## config.mk

```make
export PLATFORM = sky130hd
export DESIGN_NAME = gf256_tower_inv
export DESIGN_NICKNAME = d
export VERILOG_FILES = /design/src/rtl/gfinv_pkg.sv /design/src/rtl/gfinv_norm.sv /design/src/rtl/gfinv_subinv.sv /design/src/rtl/gfinv_scale.sv /design/src/rtl/gf256_tower_inv.sv
export SDC_FILE = /design/constraint.sdc
export NUM_CORES = 1
export LEC_CHECK = 0
export BUFFER_PORTS_ARGS = -buffer_cell sky130_fd_sc_hd__buf_2
export CORE_MARGIN = 3
export CORE_UTILIZATION = 33
export CTS_CLUSTER_DIAMETER = 50
export DETAILED_ROUTE_END_ITERATION = 10
export GPL_TIMING_DRIVEN = 0
export SLEW_MARGIN = 10
export SYNTH_ARGS = -nofsm -noshare
export SYNTH_HDL_FRONTEND = slang
export SYNTH_SLANG_ARGS = --single-unit
```

## constraint.sdc

```tcl
create_clock -name clk -period 4.2 [get_ports clk]
set_clock_uncertainty 0.15 [all_clocks]
set_input_delay 0.21 -clock clk [delete_from_list [all_inputs] [get_ports clk]]
set_output_delay 0.21 -clock clk [all_outputs]
set_load 0.01 [all_outputs]
```

## src/rtl/gfinv_pkg.sv

```systemverilog
package gfinv_pkg;

    localparam int NIB_W  = 4;
    localparam int RING_W = 5;
    localparam int BYTE_W = 2 * NIB_W;
    localparam int TAB_N  = 1 << RING_W;

    typedef logic [NIB_W-1:0]  nb4_t;
    typedef logic [RING_W-1:0] ring_t;
    typedef logic [TAB_N-1:0][RING_W-1:0] inv_tab_t;

    typedef struct packed {
        nb4_t hi;   // coefficient of gamma
        nb4_t lo;   // coefficient of gamma^16
    } nb8_t;

    // Normal-basis nibble to ring code: beta^(2^i) lands on x^(2^i mod 5).
    function automatic ring_t nb_to_ring(input nb4_t n);
        ring_t r;
        r[0] = 1'b0;
        r[1] = n[0];
        r[2] = n[1];
        r[4] = n[2];
        r[3] = n[3];
        return r;
    endfunction

    // Remove the all-ones component so the code becomes unique.
    function automatic nb4_t ring_to_nb(input ring_t r);
        nb4_t n;
        n[0] = r[1] ^ r[0];
        n[1] = r[2] ^ r[0];
        n[2] = r[4] ^ r[0];
        n[3] = r[3] ^ r[0];
        return n;
    endfunction

    // Cyclic convolution modulo x^5 + 1.
    function automatic ring_t ring_mul(input ring_t a, input ring_t b);
        ring_t r;
        r = '0;
        for (int i = 0; i < RING_W; i++) begin
            for (int j = 0; j < RING_W; j++) begin
                r[(i + j) % RING_W] ^= a[i] & b[j];
            end
        end
        return r;
    endfunction

    // Squaring is the permutation x^i -> x^(2i mod 5).
    function automatic ring_t ring_sqr(input ring_t a);
        ring_t r;
        for (int i = 0; i < RING_W; i++) begin
            r[(2 * i) % RING_W] = a[i];
        end
        return r;
    endfunction

    // Multiplication by x (that is, by beta): a rotation.
    function automatic ring_t ring_rot(input ring_t a);
        return {a[RING_W-2:0], a[RING_W-1]};
    endfunction

    // Inverse table over every 5-bit code, as a^14 = a^2 * a^4 * a^8.
    function automatic inv_tab_t build_inv_tab();
        inv_tab_t t;
        for (int v = 0; v < TAB_N; v++) begin
            ring_t x, s2, s4, s8;
            x  = ring_t'(v);
            s2 = ring_sqr(x);
            s4 = ring_sqr(s2);
            s8 = ring_sqr(s4);
            t[v] = ring_mul(ring_mul(s2, s4), s8);
        end
        return t;
    endfunction

endpackage

```

## src/rtl/gfinv_norm.sv

```systemverilog
module gfinv_norm
    import gfinv_pkg::*;
(
    input  ring_t h_r,
    input  ring_t l_r,
    output ring_t norm_r
);
    ring_t sum_r;
    ring_t cross_r;

    // Norm h*l + (h+l)^2 * beta; the square and the beta factor are wiring.
    assign sum_r   = h_r ^ l_r;
    assign cross_r = ring_mul(h_r, l_r);
    assign norm_r  = cross_r ^ ring_rot(ring_sqr(sum_r));
endmodule

```

## src/rtl/gfinv_subinv.sv

```systemverilog
module gfinv_subinv
    import gfinv_pkg::*;
(
    input  ring_t norm_r,
    output ring_t inv_r
);
    localparam inv_tab_t INV_TAB = build_inv_tab();

    // The ring inverse is taken directly as the redundant-basis operand.
    assign inv_r = INV_TAB[norm_r];
endmodule

```

## src/rtl/gfinv_scale.sv

```systemverilog
module gfinv_scale
    import gfinv_pkg::*;
(
    input  ring_t inv_r,
    input  ring_t half_r,
    output nb4_t  half_nb
);
    ring_t prod_r;

    assign prod_r  = ring_mul(inv_r, half_r);
    assign half_nb = ring_to_nb(prod_r);
endmodule

```

## src/rtl/gf256_tower_inv.sv

```systemverilog
module gf256_tower_inv
    import gfinv_pkg::*;
#(
    parameter bit REG_OUT = 1'b1
) (
    input  logic              clk,
    input  logic              rst,
    input  logic [BYTE_W-1:0] in_byte,
    output logic [BYTE_W-1:0] out_byte
);
    localparam int HALVES = 2;

    nb8_t  a_nb;
    nb8_t  res_nb;
    ring_t h_r;
    ring_t l_r;
    ring_t norm_r;
    ring_t inv_r;
    ring_t opnd_r [HALVES];
    nb4_t  half_nb [HALVES];

    assign a_nb = nb8_t'(in_byte);
    assign h_r  = nb_to_ring(a_nb.hi);
    assign l_r  = nb_to_ring(a_nb.lo);

    gfinv_norm u_norm (
        .h_r    (h_r),
        .l_r    (l_r),
        .norm_r (norm_r)
    );

    gfinv_subinv u_subinv (
        .norm_r (norm_r),
        .inv_r  (inv_r)
    );

    // a^16 swaps the halves: the high result takes l, the low result takes h.
    assign opnd_r[0] = l_r;
    assign opnd_r[1] = h_r;

    for (genvar g = 0; g < HALVES; g++) begin : g_scale
        gfinv_scale u_scale (
            .inv_r   (inv_r),
            .half_r  (opnd_r[g]),
            .half_nb (half_nb[g])
        );
    end

    assign res_nb.hi = half_nb[0];
    assign res_nb.lo = half_nb[1];

    if (REG_OUT) begin : g_reg
        always_ff @(posedge clk) begin
            if (rst) begin
                out_byte <= '0;
            end else begin
                out_byte <= res_nb;
            end
        end
    end else begin : g_comb
        assign out_byte = res_nb;
    end
endmodule

```

Yosys cells after proc, flatten, opt, wreduce, memory -nomap -nowiden
Memories as Yosys holds them, arrays and structs flattened.
Index checks and enable logic that the tools add are counted.
Widths: inputs -> output; s select.
{ "word_totals": {"regBits": 8, "mem_bits_ro": 160, "in_bits": 10, "output_inout_bits": 8, "word_cells": 111, "memories": 1} }
{ "classes": {"magnitude_cmp": 1, "muxes": 1, "bitwise": 107} }
{ "mem_list": {"columns": ["name", "depth", "width", "rd", "rd_ports_with_merged_regs", "write_ports", "line", "text"], "rows": [
  ["(no name shown)", 32, 5, 1, 0, 0, "gfinv_subinv.sv:10", "assign inv_r = INV_TAB[norm_r];"]
]} }
{ "ops": {"columns": ["operator", "count"], "rows": [
  ["$and 1x1->1", 56],
  ["$xor 1x1->1", 49],
  ["$xor 5x5->5", 2],
  ["$lt 5x6->1 const B", 1],
  ["$mux 5", 1]
]} }

Longest topological paths before layout
Gate-level depths: netlist (run 1).
{ "logic_depth": {"word_depth": 12, "mapped_depth": 14, "depth_no_buf": 12} }

By module
Synthesis (run 1) repeated with hierarchy kept, for this count alone.
{ "unflattened": {"hier_cells": 207, "area_unflattened_um2": 1684.1} }
{ "by_module_without_submodules": {"columns": ["mod", "instances", "cells_each", "area_each_um2", "seq_area_each_um2"], "rows": [
  ["gfinv_scale", 2, 44, 336.6, 0.0],
  ["gfinv_subinv", 1, 57, 415.4, 0.0],
  ["gfinv_norm", 1, 45, 381.6, 0.0],
  ["gf256_tower_inv", 1, 17, 214.0, 160.2]
]} }

Worst setup path before layout (run 1)
Ideal clock, no wire load.
{ "synth_timing": {"path_type": "input to register", "startpoint": "input in_byte[4]", "endpoint": "register out_byte[0]", "setup_time_ns": 0.124, "arrival_time_ns": 3.378, "t_required_ns": 3.926, "slack_ns": 0.548, "path_stages": 13, "path_cell_list": "clkbuf_1 nand2_1 xnor3_1 xnor2_1 inv_1 ha_1 mux2_2 a32oi_2 nand3_1 nor2_1 xnor3_2 xnor3_1 nor2_1"} }
{ "synth_between": {"elab_chain_len": 12, "elab_cells_between_ends": 32, "classes_between": "1 x mux; 30 x bitwise; 1 x memory"} }
{ "synth_rtl": {"columns": ["element", "line", "text"], "rows": [
  ["start: declaration", "gf256_tower_inv.sv:8", "input logic [BYTE_W-1:0] in_byte,"],
  ["$and 1x1->1", "gfinv_pkg.sv:44", "r[(i + j) % RING_W] ^= a[i] & b[j];"],
  ["$xor 1x1->1 (3 in series)", "gfinv_pkg.sv:44", null],
  ["$xor 5x5->5", "gfinv_norm.sv:14", "assign norm_r = cross_r ^ ring_rot(ring_sqr(sum_r));"],
  ["$mem_v2 32x5", null, null],
  ["$mux 5 (not written as such)", "gfinv_subinv.sv:10", null],
  ["$and 1x1->1", "gfinv_pkg.sv:44", null],
  ["$xor 1x1->1 (3 in series)", "gfinv_pkg.sv:44", null],
  ["$xor 1x1->1 *", "gfinv_pkg.sv:31", "n[0] = r[1] ^ r[0];"],
  ["end signal: assignment", "gf256_tower_inv.sv:57", "out_byte <= res_nb;"],
  ["end: declaration", "gf256_tower_inv.sv:9", "output logic [BYTE_W-1:0] out_byte"]
]} }
Every way passes the cells marked *; elsewhere a longest branch is shown, timed or not. The select of a mux whose other input is x is not followed.
A chain may end at the register's enable or synchronous reset.

Worst setup path after layout (run 1)
{ "layout_timing": {"startpoint": "input in_byte[0]", "endpoint": "register out_byte[4]"} }
{ "layout_between": {"elab_chain_len": 11, "elab_cells_between_ends": 29, "classes_between": "1 x mux; 27 x bitwise; 1 x memory"} }
{ "layout_rtl": {"columns": ["element", "line"], "rows": [
  ["$and 1x1->1", "gfinv_pkg.sv:44"],
  ["$xor 1x1->1 (2 in series)", "gfinv_pkg.sv:44"],
  ["$xor 5x5->5", "gfinv_norm.sv:14"],
  ["$mem_v2 32x5", null],
  ["$mux 5 (not written as such)", "gfinv_subinv.sv:10"],
  ["$and 1x1->1", "gfinv_pkg.sv:44"],
  ["$xor 1x1->1 (3 in series)", "gfinv_pkg.sv:44"],
  ["$xor 1x1->1 *", "gfinv_pkg.sv:31"]
]} }
Marks and branches as above.

==> results of run 1 <==
==> worst max-delay path, delay by kind of cell <==
kind                     cells  cell delay, ns
adder cells (fa/ha/maj)      1            0.29
buffers and inverters        3            0.51
multiplexers                 1            0.28
AO/OA/AOI/OAI                1            0.26
AND/OR/NAND/NOR              4            0.55
XOR/XNOR                     4            1.70
==> where the power goes <==
group / internal (uW) / leakage (uW) / switching, uW
Combinational: 577 / 0.000846 / 498
Clock: 62.0 / 0.0000216 / 28.7
Sequential: 115 / 0.0000667 / 6.53
==> cell type report <==
class,instances,area [um2],area share
Multi-Input combinational cell,163,1390,0.771
Sequential cell,8,160,0.0890
Timing Repair Buffer,16,80.1,0.0445
Tap cell,52,65.1,0.0362
Buffer,7,42.5,0.0236
Clock buffer,3,41.3,0.0229
Inverter,6,22.5,0.0125
==> worst max-delay path by stage <==
stage	cells after the start	slack (ns)	to	from
final	14	0.35	out_byte[4]$_SDFF_PP0_	in_byte[0]
after global routing	14	0.17	out_byte[4]$_SDFF_PP0_	in_byte[0]
after floorplan	13	0.55	out_byte[0]$_SDFF_PP0_	in_byte[4]
after global placement	14	-0.46	out_byte[4]$_SDFF_PP0_	in_byte[4]
after CTS	14	0.08	out_byte[4]$_SDFF_PP0_	in_byte[4]
after detailed placement	14	-0.46	out_byte[4]$_SDFF_PP0_	in_byte[4]
==> cells by family (layout without fill, tap and decap cells) <==
family                     Yosys count  count (layout)  share of synthesized area
AOI/OAI and AO/OA                   24              24                      0.104
adders and majority gates           12              12                     0.0940
buffers and inverters               14              32                     0.0431
xor gates and xnor gates            41              41                      0.381
and+or+nand+nor                     78              78                      0.222
muxes                                8               8                     0.0556
DFF                                  8               8                      0.100
==> cell usage in the layout (no fill, tap or decap), types with 2 or more instances in the layout <==
cell,instances
xnor2_1,14
o22ai_1,2
mux2i_1,4
inv_1,6
xor2_1,8
nand4_1,6
o21ai_1,2
a22oi_1,2
nor3_1,4
nand2_1,31
o22a_1,2
and3_1,4
nand2b_1,2
dfxtp_1,8
xnor3_1,12
mux2_2,3
buf_2,20
nor2_1,18
and2_1,4
ha_1,12
nand3_1,5
xnor3_2,3
o21ai_0,11
clkbuf_8,3
nand2_2,2
==> metal layers <==
layer	vias up	GRT usage
met3	0	0.0198
li1	674	-
met1	641	0.182
met5	-	0
met2	23	0.224
met4	0	0.00777
==> through the flow <==
stage,cells,TNS [ns]
global route,255,0
CTS,256,0
global placement,253,-2.30
detailed placement,253,-2.44
finish,255,0
floorplan,185,0
==> repair_timing <==
action,CTS,global route
endpoints found under the hold margin,0,0
gates resized for setup,1,1
hold buffers,0,0
setup endpoints to repair,7,5
pin swaps,0,0
buffers inserted,0,0
==> flow_metrics.env, run 1 <==
export IMPL_io_buffers=16
export IMPL_ys_top_cells_by_area="xnor3_1, dfxtp_1, ha_1"
export IMPL_cp_data_arrival_time_ns=3.80
export IMPL_synthCells=185
export IMPL_final_util=0.399
export IMPL_wl_per_cell_um=14.1
export IMPL_grt_ovfl_total=0
export IMPL_cts_tree="built"
export IMPL_drtPass1Iterations=4
export IMPL_highest_layer="met3"
export IMPL_syn_to_final_growth_pct=12.6
export IMPL_finalNetCount=227
export IMPL_slew_headroom=0.492
export IMPL_worst_ir_drop_vdd_v=0.000311
export IMPL_ys_seq_elements=8
export IMPL_gp_congestion=0.805
export IMPL_start_util=0.355
export IMPL_wirelength_mm=3.59
export IMPL_async_flop_share=0
export IMPL_cts_num_sinks=8
export IMPL_dpl_cell_area_um2=1740
export IMPL_wl_met1_mm=1.76
export IMPL_whs_endpoint="out_byte[7]$_SDFF_PP0_"
export IMPL_drive_gt1_frac=0.197
export IMPL_critPathMaxStageDelay_ns=0.49
export IMPL_rsz0062_at_grt="false"
export IMPL_grt_use_total=0.131
export IMPL_pre_cts_slack_ns=-0.459
export IMPL_crit_type="in -> reg"
export IMPL_cts_buffers=3
export IMPL_setup_violations=0
export IMPL_hold_viol=0
export IMPL_crit_path_max_fanout=8
export IMPL_maxSlewViolCount=0
export IMPL_rows=24
export IMPL_crit_path_top_delay_cell="xnor3_2"
export IMPL_critPathLaunchType="input port"
export IMPL_clockRootBuffer="clkbuf_8"
export IMPL_synth_top_area_cell="xnor3_1"
export IMPL_dp_final_hpwl_mm=2.70
export IMPL_synth_ff_type="dfxtp_1"
export IMPL_power_density_nw_per_um2=715
export IMPL_antenna_found_initial=0
export IMPL_synth_top_area_frac=0.169
export IMPL_hold_path_class="in -> reg"
export IMPL_die_y_um=75.6
export IMPL_clk_pin_slew_ns=0.04
export IMPL_regMostFlops="out_byte"
export IMPL_ant_nets=0
export IMPL_tightest_slew_ns=0.754
export IMPL_hp_start="rst"
export IMPL_clock_fmax_mhz=260
export IMPL_synthTopCellsByCount="nand2_1, nor2_1, xnor2_1"
export IMPL_drcViolationCount=0
export IMPL_design_area_um2=1800
export IMPL_synth_seq_area_share=0.100
export IMPL_num_fill_cells=459
export IMPL_wl_met3_um=89
export IMPL_power_total_uw=1290
export IMPL_fin_crit_sh=0.916
export IMPL_cp_end_kind="flop"
export IMPL_crit_chain="buf_2, buf_2, nand2_1, xnor3_1, xnor2_4, inv_1, ha_1, mux2_2, a32oi_2, nand3_1, nor2_1, xnor3_2, xnor3_1, nor2_1"
export IMPL_status="completed"
export IMPL_via_count=1338
export IMPL_synth_most_common_cell="nand2_1"
export IMPL_netlist_area_um2=1600
export IMPL_yosysWarningCount=0
export IMPL_avgSynthCellArea_um2=8.64
export IMPL_grt_pass1_vias=1247
export IMPL_worstHoldPathCells=2
export IMPL_syn_nets=207
export IMPL_drv_cap=0
export IMPL_grt_max_degree=11
export IMPL_dieWidth_um=75.6
export IMPL_htree_levels=1
export IMPL_dr_wl_met2_mm=1.75
export IMPL_fin_crit_ns=3.85
export IMPL_io_pins=18
export IMPL_die_area_um2=5710
export IMPL_worst_slack_ns=0.355
export IMPL_drt_iter0_markers=128
export IMPL_leakage_uw=0.000934
export IMPL_synth_cell_types=39
export IMPL_holdWs_ns=0.169
export IMPL_crit_required_ns=4.15
export IMPL_largest_reg_flops=8
export IMPL_synth_edf_count=0
export IMPL_fp_coreArea_um2=4500
export IMPL_diodes=0
export IMPL_largestRegisters="out_byte: 8 flops"
export IMPL_clockBufferDepth=2
export IMPL_grt_first_pass_wirelength_mm=5.83
export IMPL_vias_per_cell=5.25
(Power assumes the default switching activity.)
==> run 2: changes to the inputs <==
--- a/config.mk
+++ b/config.mk
@@ -6,6 +6,7 @@
 export NUM_CORES = 1
 export LEC_CHECK = 0
 export BUFFER_PORTS_ARGS = -buffer_cell sky130_fd_sc_hd__buf_2
+export CAP_MARGIN = 20
 export CORE_MARGIN = 3
 export CORE_UTILIZATION = 33
 export CTS_CLUSTER_DIAMETER = 50
@@ -14,4 +15,5 @@
 export SLEW_MARGIN = 10
 export SYNTH_ARGS = -nofsm -noshare
 export SYNTH_HDL_FRONTEND = slang
+export SYNTH_HIERARCHICAL = 1
 export SYNTH_SLANG_ARGS = --single-unit
==> constraint.sdc (replaced) <==
create_clock -name clk -period 3.6 [get_ports clk]
set_clock_uncertainty 0.15 [all_clocks]
set_input_delay 0.18 -clock clk [delete_from_list [all_inputs] [get_ports clk]]
set_output_delay 0.18 -clock clk [all_outputs]
set_load 0.01 [all_outputs]
==> flow_metrics.env, run 2 <==
export IMPL_netlist_area_um2=1680
export IMPL_setup_violations=0
export IMPL_ant_nets=0
export IMPL_ys_top_cells_by_area="xnor3_1, xnor2_1, nand2_1"
export IMPL_drt_iter0_markers=59
export IMPL_final_common_cell="nand2_1"
export IMPL_clk_pin_slew_ns=0.04
export IMPL_grt_max_degree=11
export IMPL_grt_first_pass_wirelength_mm=6.40
export IMPL_gp_congestion=0.820
export IMPL_htree_levels=1
export IMPL_synth_cell_types=29
export IMPL_antenna_found_initial=0
export IMPL_synth_top_area_frac=0.201
export IMPL_drcViolationCount=0
export IMPL_synth_top_area_cell="xnor3_1"
export IMPL_num_fill_cells=492
export IMPL_synth_top_family_by_area="XOR/XNOR gates"
export IMPL_hold_path_class="in -> reg"
export IMPL_ff_latch_area_um2=160
export IMPL_critPathMaxStageDelay_ns=0.49
export IMPL_diodes=0
export IMPL_leakage_uw=0.00106
export IMPL_grt_ovfl_total=0
export IMPL_rows=25
export IMPL_cts_hold_buf=0
export IMPL_regMostFlops="out_byte"
export IMPL_crit_chain="buf_2, nand2_1, xnor2_1, xnor3_2, ha_1, nor2_1, a211oi_1, a311oi_2, a21oi_4, nand2_1, xnor3_1, xnor2_2, xnor3_1, nor2b_1"
export IMPL_instances_no_fill=324
export IMPL_drive_gt1_frac=0.218
export IMPL_status="completed"
export IMPL_fin_crit_ns=3.51
export IMPL_cp_end_kind="flop"
export IMPL_wirelength_mm=3.93
export IMPL_synthAdderAreaFrac=0.0966
export IMPL_place_inst=311
export IMPL_synth_compound_gate_area_share=0.0743
export IMPL_vias_per_cell=4.59
export IMPL_clockBufferDepth=2
export IMPL_fp_coreArea_um2=4820
export IMPL_io_buffers=17
export IMPL_synthMuxAreaShare=0.0327
export IMPL_async_flop_share=0
export IMPL_crit_type="in -> reg"
export IMPL_clock_fmax_mhz=285
export IMPL_die_area_um2=6000
export IMPL_worst_slack_ns=0.0906
export IMPL_hold_viol=0
export IMPL_grt_use_total=0.127
export IMPL_wl_per_cell_um=12.1
export IMPL_crit_family="XOR/XNOR gates"
export IMPL_cts_buffers=3
export IMPL_largestRegisters="out_byte: 8 flops"
export IMPL_synthTopCellsByCount="nand2_1, xnor2_1, xnor3_1"
export IMPL_start_util=0.350
export IMPL_ys_seq_elements=8
export IMPL_avgSynthCellArea_um2=8.14
export IMPL_synthXorXnorAreaFrac=0.438
export IMPL_cp_data_arrival_time_ns=3.47
export IMPL_dieWidth_um=77.4
export IMPL_multi_input_area_um2=1660
export IMPL_dp_final_hpwl_mm=2.57
export IMPL_final_cell_mix="nand2_1, xnor2_1, conb_1"
export IMPL_design_area_um2=2170
export IMPL_synth_edf_count=0
export IMPL_largest_reg_flops=8
export IMPL_crit_buf_inv=1
export IMPL_yosys_area_share_simple=0.228
export IMPL_via_count=1487
export IMPL_drtPass1Iterations=4
export IMPL_synth_most_common_cell="nand2_1"
export IMPL_cts_tree="built"
export IMPL_cts_num_sinks=8
export IMPL_rsz0062_at_grt="true"
export IMPL_grt_pass1_vias=1397
export IMPL_drv_cap=0
export IMPL_synth_ff_type="dfxtp_1"
export IMPL_worst_ir_drop_vdd_v=0.000476
export IMPL_io_pins=18
export IMPL_power_density_nw_per_um2=1260
export IMPL_yosysWarningCount=6
export IMPL_pre_cts_slack_ns=-0.695
export IMPL_crit_path_top_delay_cell="xnor3_2"
export IMPL_dpl_cell_area_um2=1940
export IMPL_clockRootBuffer="clkbuf_8"
export IMPL_syn_to_final_growth_pct=28.8
export IMPL_finalNetCount=282
export IMPL_synth_seq_area_share=0.0951
export IMPL_fin_crit_sh=0.975
export IMPL_die_y_um=77.4
export IMPL_crit_path_max_fanout=10
export IMPL_critPathLaunchType="input port"
export IMPL_synthCells=207
export IMPL_maxSlewViolCount=0
export IMPL_crit_required_ns=3.56
-- run 2: cell types whose count changed in the layout (fill, tap and decap cells not counted), moves of 5 or more --
cell / change
nand2_1: +45
nor2_1: -14
o21ai_0: -9
nand4_1: -6
conb_1: +20
nor2b_1: +8
clkbuf_4: +5
xnor2_1: +18
buf_4: +11
buf_2: -6
-- run 2: timing repair --
action                     4_1_cts  5_1_grt
resized for setup                9       16
setup endpoints to repair        8        8
buffers inserted                 6        3
pin swaps                        3        6
gates cloned                     0        1
-- run 2: kinds of logic after synthesis --
group | after synthesis
adders and majority gates | 13
AOI/OAI and AO/OA | 19
muxes | 3
buffers and inverters | 10
other | 1
xor gates and xnor gates | 59
DFF | 8
and+or+nand+nor | 94
-- run 2: layer usage --
metal	vias to the layer above	part of all wire	track usage	routed length, um
met5	-	0	0	0
met4	0	0.0086	0.0142	34
met3	2	0.033	0.0267	129
met2	27	0.49	0.225	1940
met1	700	0.47	0.163	1830
li1	758	-	-	-
-- run 2: where the power goes --
part	leakage, uW	internal (uW)	total (uW)	switching, uW
clock	0.0000216	72.0	102	30.0
combinational	0.000969	1510	2470	964
sequential	0.0000667	144	150	6.59
total	0.00106	1720	2730	1000
-- run 2: through the flow --
stage / TNS, ns / power (uW) / hold WS (ns) / util
3_5_place_dp: -5.48 / 2350 / 0.311 / 0.402
4_1_cts: 0 / 2590 / 0.0752 / 0.426
6_report: 0 / 2730 / 0.0729 / 0.450
2_1_floorplan: 0 / 2050 / 0.102 / -
3_3_place_gp: -5.40 / 2340 / 0.303 / 0.401
5_1_grt: -0.0291 / 2950 / 0.0880 / 0.450
-- run 2: path summary, 6_finish.rpt --
| check | from | endpoint | cells after the start |
|---|---|---|---|
| max | in_byte[1] | out_byte[4]$_SDFF_PP0_ | 14 |
| min | rst | out_byte[4]$_SDFF_PP0_ | 2 |
-- run 2: final cells by class --
cell class	count	share of cell area
plain buffers	5	0.0179
clock buffers	3	0.0190
inverters	5	0.00866
multi-input cells	209	0.763
flip-flops and latches	8	0.0739
well taps	67	0.0387
repair buffers	27	0.0785
